===== config.mk =====
export PLATFORM = sky130hd
export DESIGN_NAME = dbg_resume_ctrl
export DESIGN_NICKNAME = d
export VERILOG_FILES = /design/src/rtl/dbg_resume_ctrl.sv
export SDC_FILE = /design/constraint.sdc
export NUM_CORES = 1
export LEC_CHECK = 0
export CORE_AREA = 2 2 39 41
export CTS_CLUSTER_DIAMETER = 30
export CTS_CLUSTER_SIZE = 14
export DETAILED_ROUTE_END_ITERATION = 16
export DIE_AREA = 0 0 41 43
export PLACE_DENSITY = 0.53
export REMOVE_ABC_BUFFERS = 1
export SYNTH_ARGS = -nofsm -noshare
export SYNTH_HDL_FRONTEND = slang
export SYNTH_SLANG_ARGS = --single-unit
export TNS_END_PERCENT = 20

===== constraint.sdc =====
create_clock -name clk -period 2.2 [get_ports clk]
set_clock_uncertainty 0.2 [all_clocks]
set_input_delay 0.33 -clock clk [delete_from_list [all_inputs] [get_ports clk]]
set_output_delay 0.33 -clock clk [all_outputs]
set_load 0.02 [all_outputs]

===== src/rtl/dbg_resume_ctrl.sv =====
`timescale 1ns/1ps
module dbg_resume_ctrl #(
  parameter int TAP_W = 4,
  parameter int IR_W  = 4,
  parameter logic [TAP_W-1:0] TAP_RTI = 4'hC,
  parameter logic [TAP_W-1:0] TAP_TLR = 4'hF,
  parameter logic [IR_W-1:0]  RESTART_OP = 4'b0100
) (
  input  logic             clk,
  input  logic             rst_n,
  input  logic             dbg_req,
  input  logic [TAP_W-1:0] tap_state,
  input  logic             ir_update,
  input  logic [IR_W-1:0]  ir_value,
  input  logic             instr_load,
  input  logic             instr_sysspeed,
  output logic             dbg_ack,
  output logic             clk_sys_sel,
  output logic             chain_sys_mode,
  output logic             restart_pending,
  output logic             sys_speed_armed
);

  logic             halted;
  logic             pend;
  logic             armed;
  logic [TAP_W-1:0] tap_q;

  wire rti_enter   = (tap_state == TAP_RTI) && (tap_q != TAP_RTI);
  wire in_tlr      = (tap_state == TAP_TLR);
  wire restart_dec = halted && ir_update && (ir_value == RESTART_OP);
  wire resume      = halted && pend && rti_enter;

  always_ff @(posedge clk or negedge rst_n) begin
    if (!rst_n) begin
      halted <= 1'b0;
      pend   <= 1'b0;
      armed  <= 1'b0;
      tap_q  <= TAP_TLR;
    end else begin
      tap_q <= tap_state;
      if (!halted) begin
        halted <= dbg_req;
        pend   <= 1'b0;
        armed  <= 1'b0;
      end else if (resume) begin
        halted <= 1'b0;
        pend   <= 1'b0;
        armed  <= 1'b0;
      end else begin
        if (in_tlr)           pend <= 1'b0;
        else if (restart_dec) pend <= 1'b1;
        if (instr_load)       armed <= instr_sysspeed;
      end
    end
  end

  assign dbg_ack         = halted;
  assign clk_sys_sel     = ~halted;
  assign chain_sys_mode  = ~halted;
  assign restart_pending = pend;
  assign sys_speed_armed = armed;

endmodule



==> metrics, run 1 <==
Initial DRC Count=0; Slew @ Worst Pin=0.308 ns; total global-route track usage=0.106; max cap viols=0; final core utilization=0.367; # resized after CTS=0; Root Buffer=clkbuf_4; dpl ws=0.436 ns; clock slew seen by the registers of the worst setup and hold paths=0.05 ns; r2r setup slk=0.78 ns; Rel. slew slack=0.794; setup TNS=0 ns; Remaining Overflow, GRT=0; core box area=0.00138 mm^2; fin area=508 um^2; number of synthesized flops with an enable pin=0; Final Max Slew Viols=0; num rows=14; final net count=59; FF+latch count, synth=7; DRC Markers=0; dpl cells=56; CP endpoint kind=primary output; post-synth top area share=0.364; Post CTS Setup Buffer Count=0; PD cells=590 mW/mm^2; Cell Area, Placed=482 um^2; Die Span X=41 um; synthesized cell area=289 um^2; sequential area share after synthesis=0.623; CTS Buffer Depth=2; setup ws final=0.286 ns; Hold Path Class=in -> async; outcome=completed; hold buffer count at cts=0; drt pass-1 iters=1; synthesized netlist cell count=23; pin count of the biggest net entering global routing=8; startpoint type of the worst setup path=flop; Synth Area per Inst=12.6 um^2; # port buffers=18; number of synthesis warnings=0; Worst R2R Path Depth=3; Area Overhead vs Synth=75.8%; period utilization=0.870; Post-synth top flop=dfstp_2; Top-Level Pins=19; CTS tree=yes; min Tclk post-route=1.91 ns; diode count=0; CTS H-Tree Depth=1; Die Span Y=43 um; layout cells sized above 1=0.205; Min Hold Slack=0.137 ns; via count=258; Layout Cells excl Fill=60; Total Wirelength=686 um; Initial Utilization=0.209; top cells by count, synth=dfstp_2, nor2_1, dfrtp_1, inv_1, nor4_1; r2r endpoint=restart_pending; ranking of synthesized cells by area=dfstp_2, dfrtp_1, o41ai_2, nor2_1, and4bb_2; total power draw=300 uW; Via-to-Cell Ratio=4.30; leading area contributor after synthesis=dfstp_2; Num CTS Buffers=3; gpl congestion=0.691; number of global-route vias before repair=262; Pleak=0.208 nW; clock latency on the worst-skew pair=0.25 ns; initial antenna violation count=0; FFs w/ async S/R, synth=1.00; Detail Placement HPWL=533 um; fmax=0.522 GHz; Worst Path Arrival=1.38 ns; clk sinks=7; worst flop-to-flop path startpoint=tap_q[0]; worst setup path class=reg -> out; Routed Antenna Nets=0; peak supply drop=0.188 mV; # setup viols final=0; area of the die=0.00176 mm^2; global-route wire length before repair=1150 um; Hold Vio Cnt, Final=0; Crit path required time=1.67 ns; wire per inst=11.4 um; Netlist cell types=13; Max FO, Critical Path=6; RSZ-0062 raised after global routing=false
-- worst max-delay path, stage by stage (launching register included) --
cell             delay [ns]
dfrtp_1                0.44
inv_1                  0.10
clkdlybuf4s50_1        0.60
-- worst max path at each step --
stage	cells past startpoint	from	slack, ns	to
global placement	4	tap_state[3]	0.47	restart_pending
CTS	2	dbg_ack	0.26	clk_sys_sel
floorplan	3	dbg_ack	0.79	restart_pending
global route	2	dbg_ack	0.22	clk_sys_sel
finish	2	dbg_ack	0.29	clk_sys_sel
detailed placement	4	tap_state[3]	0.44	restart_pending
-- routing by layer --
layer	up-vias	share of wire	track usage
li1	127	-	-
met1	110	0.39	0.112
met2	17	0.43	0.144
met3	4	0.13	0.0524
met4	0	0.044	0.100
met5	-	0	0
-- registers in the layout (all words and copies together) (netlist names) --
register and count:
tap_q 4, sys_speed_armed 1, restart_pending 1, dbg_ack 1
-- kinds of logic after synthesis --
| logic type | synth area share |
|---|---|
| DFF | 0.623 |
| and+or+nand+nor | 0.190 |
| AOI/OAI and AO/OA | 0.0996 |
| buffers and inverters | 0.0520 |
| muxes | 0.0346 |
-- cells in the final DEF, fill, tap and decap left out --
cell type,instances
dfstp_2,4
nand4_1,1
mux2i_1,1
nor4_1,2
and4_1,1
o41ai_2,1
a22oi_1,1
clkbuf_4,3
nor2_1,4
inv_1,2
dfrtp_1,3
a21oi_1,1
clkbuf_1,1
clkdlybuf4s50_1,18
and4bb_2,1
-- area by class of cell --
class	count	area (um^2)
Sequential cell	7	180
Inverter	2	7.51
Tap cell	16	20.0
Clock buffer	4	26.3
Fill cell	147	876
Multi-Input combinational cell	13	93.8
Timing Repair Buffer	18	180
-- report_power, final --
| group | total (mW) | internal (mW) | switching, mW |
|---|---|---|---|
| Sequential | 0.141 | 0.138 | 0.00251 |
| Clock | 0.114 | 0.0691 | 0.0451 |
| Combinational | 0.0448 | 0.0291 | 0.0157 |
| Total | 0.300 | 0.236 | 0.0634 |
(Power assumes the default switching activity.)
==> run 2, diff against run 1 <==
==> config.mk (replaced) <==
export PLATFORM = sky130hd
export DESIGN_NAME = dbg_resume_ctrl
export DESIGN_NICKNAME = d
export VERILOG_FILES = /design/src/rtl/dbg_resume_ctrl.sv
export SDC_FILE = /design/constraint.sdc
export NUM_CORES = 1
export LEC_CHECK = 0
export CORE_AREA = 8 8 45 47
export CTS_CLUSTER_DIAMETER = 30
export CTS_CLUSTER_SIZE = 14
export DETAILED_ROUTE_END_ITERATION = 16
export DIE_AREA = 0 0 53 55
export GPL_ROUTABILITY_DRIVEN = 0
export PLACE_DENSITY = 0.53
export REMOVE_ABC_BUFFERS = 1
export SYNTH_ARGS = -nofsm -noshare
export SYNTH_HDL_FRONTEND = slang
export SYNTH_SLANG_ARGS = --single-unit
export TNS_END_PERCENT = 5
==> run 2 against run 1 <==
Highest routed layer unchanged. Critical endpoint is now chain_sys_mode. Combinational power hardly changed. Clock power is essentially flat. Register-to-register slack about the same.
==> metrics, run 2 (synthesis results as in run 1) <==
Initial Utilization=0.209; pin count of the biggest net entering global routing=8; setup TNS=0 ns; clock latency on the worst-skew pair=0.25 ns; Hold Vio Cnt, Final=0; Top reg by flops=tap_q; DRC Markers=0; Post CTS Setup Buffer Count=0; layout cells sized above 1=0.205; CP delay by family, top=buffers and inverters; Layout Cells excl Fill=60; clk sinks=7; # setup viols final=0; CP endpoint kind=primary output; Top-Level Pins=19; max FFs per register=4; CTS tree=yes; CTS Buffer Depth=2; Cell Area, Placed=482 um^2; CP Buf/Inv Count=2; Rel. slew slack=0.801; Crit path required time=1.67 ns; clock slew seen by the registers of the worst setup and hold paths=0.05 ns; # resized after CTS=0; core box area=0.00138 mm^2; Comb pwr share=0.149; min Tclk post-route=1.94 ns; switching power=64.3 uW; clock share of power=0.383; Worst Path Arrival=1.41 ns; Max FO, Critical Path=6; CP max stage delay=0.61 ns; Area Overhead vs Synth=75.8%; Final Max Slew Viols=0; area of the die=0.00292 mm^2; internal power=236 uW; number of global-route vias before repair=339; wire per inst=13.7 um; period utilization=0.881; Top Usage Layer GRT=met2; worst-path cell chain=inv_1 -> clkdlybuf4s50_1; outcome=completed; # fillers=150; slowest cell on the critical path=clkdlybuf4s50_1; RSZ-0062 raised after global routing=false; Slew @ Worst Pin=0.298 ns; register area=180 um^2; Sw Ratio=0.214; Routed Antenna Nets=0; Die Span Y=55 um; Remaining Overflow, GRT=0; Multi-input gate area=93.8 um^2; dpl cells=56; num rows=14; met1 global-route usage=0.0617; initial antenna violation count=0; Root Buffer=clkbuf_4; M2 GR Usage=0.104; Die Span X=53 um; CTS H-Tree Depth=1; Num CTS Buffers=3; hold buffer count at cts=0; PD cells=592 mW/mm^2; sequential power share=0.468; Hold Path Class=in -> async; Initial DRC Count=0; worst setup path class=reg -> out; fin area=508 um^2; peak supply drop=0.178 mV; diode count=0; Pleak=0.208 nW; # port buffers=18; Via-to-Cell Ratio=4.48; Detail Placement HPWL=682 um; fmax=0.516 GHz; final net count=59; startpoint type of the worst setup path=flop; via count=269; commonest non-fill, non-tap cell in the layout=clkdlybuf4s50_1; total global-route track usage=0.0720; drt pass-1 iters=1; max cap viols=0; global-route wire length before repair=1430 um; Total Wirelength=823 um; most frequent cells in the layout=clkdlybuf4s50_1, nor2_1, dfstp_2; met3 Resource Use GR=0.0615
==> run 2: cell counts in the layout (fill, tap and decap cells not counted) <==
No cell type changed its count.
==> run 2: power by group through the flow <==
stage                     combinational (mW)  sequential (mW)  clock (mW)
after floorplan                      0.00683            0.146           0
final                                 0.0449            0.141       0.115
after global routing                  0.0490            0.142       0.132
after global placement                0.0451            0.142           0
after detailed placement              0.0457            0.143           0
after CTS                             0.0459            0.141       0.121
==> run 2: per-stage QoR <==
step / power, mW / util / hold slack, ns / setup WS [ns]
after global placement: 0.188 / 0.348 / 0.325 / 0.468
final: 0.301 / 0.367 / 0.129 / 0.263
after detailed placement: 0.188 / 0.348 / 0.323 / 0.441
after floorplan: 0.152 / - / -0.166 / 0.786
after global routing: 0.323 / 0.367 / 0.143 / 0.199
after CTS: 0.308 / 0.367 / 0.133 / 0.248
==> run 2: final timing paths <==
kind	start	endpoint	slack, ns	depth (start not counted)
max in group asynchronous	rst_n	tap_q[0]	1.39	1
max reg2reg	tap_q[0]	restart_pending	0.78	3
min in group clk	sys_speed_armed	sys_speed_armed	0.33	2
min reg2reg	sys_speed_armed	sys_speed_armed	0.33	2
max	dbg_ack	chain_sys_mode	0.26	2
min	rst_n	sys_speed_armed	0.13	1
==> run 2: layout make-up <==
cell class              count  area share
flip-flops and latches      7       0.355
repair buffers             18       0.355
multi-input cells          13       0.185
clock buffers               4      0.0517
well taps                  16      0.0394
inverters                   2      0.0148
==> run 2: routing by layer <==
metal / part of all wire / routed length, um
met5: 0 / 0
met4: 0.041 / 34
met3: 0.17 / 141
met2: 0.39 / 318
met1: 0.40 / 329
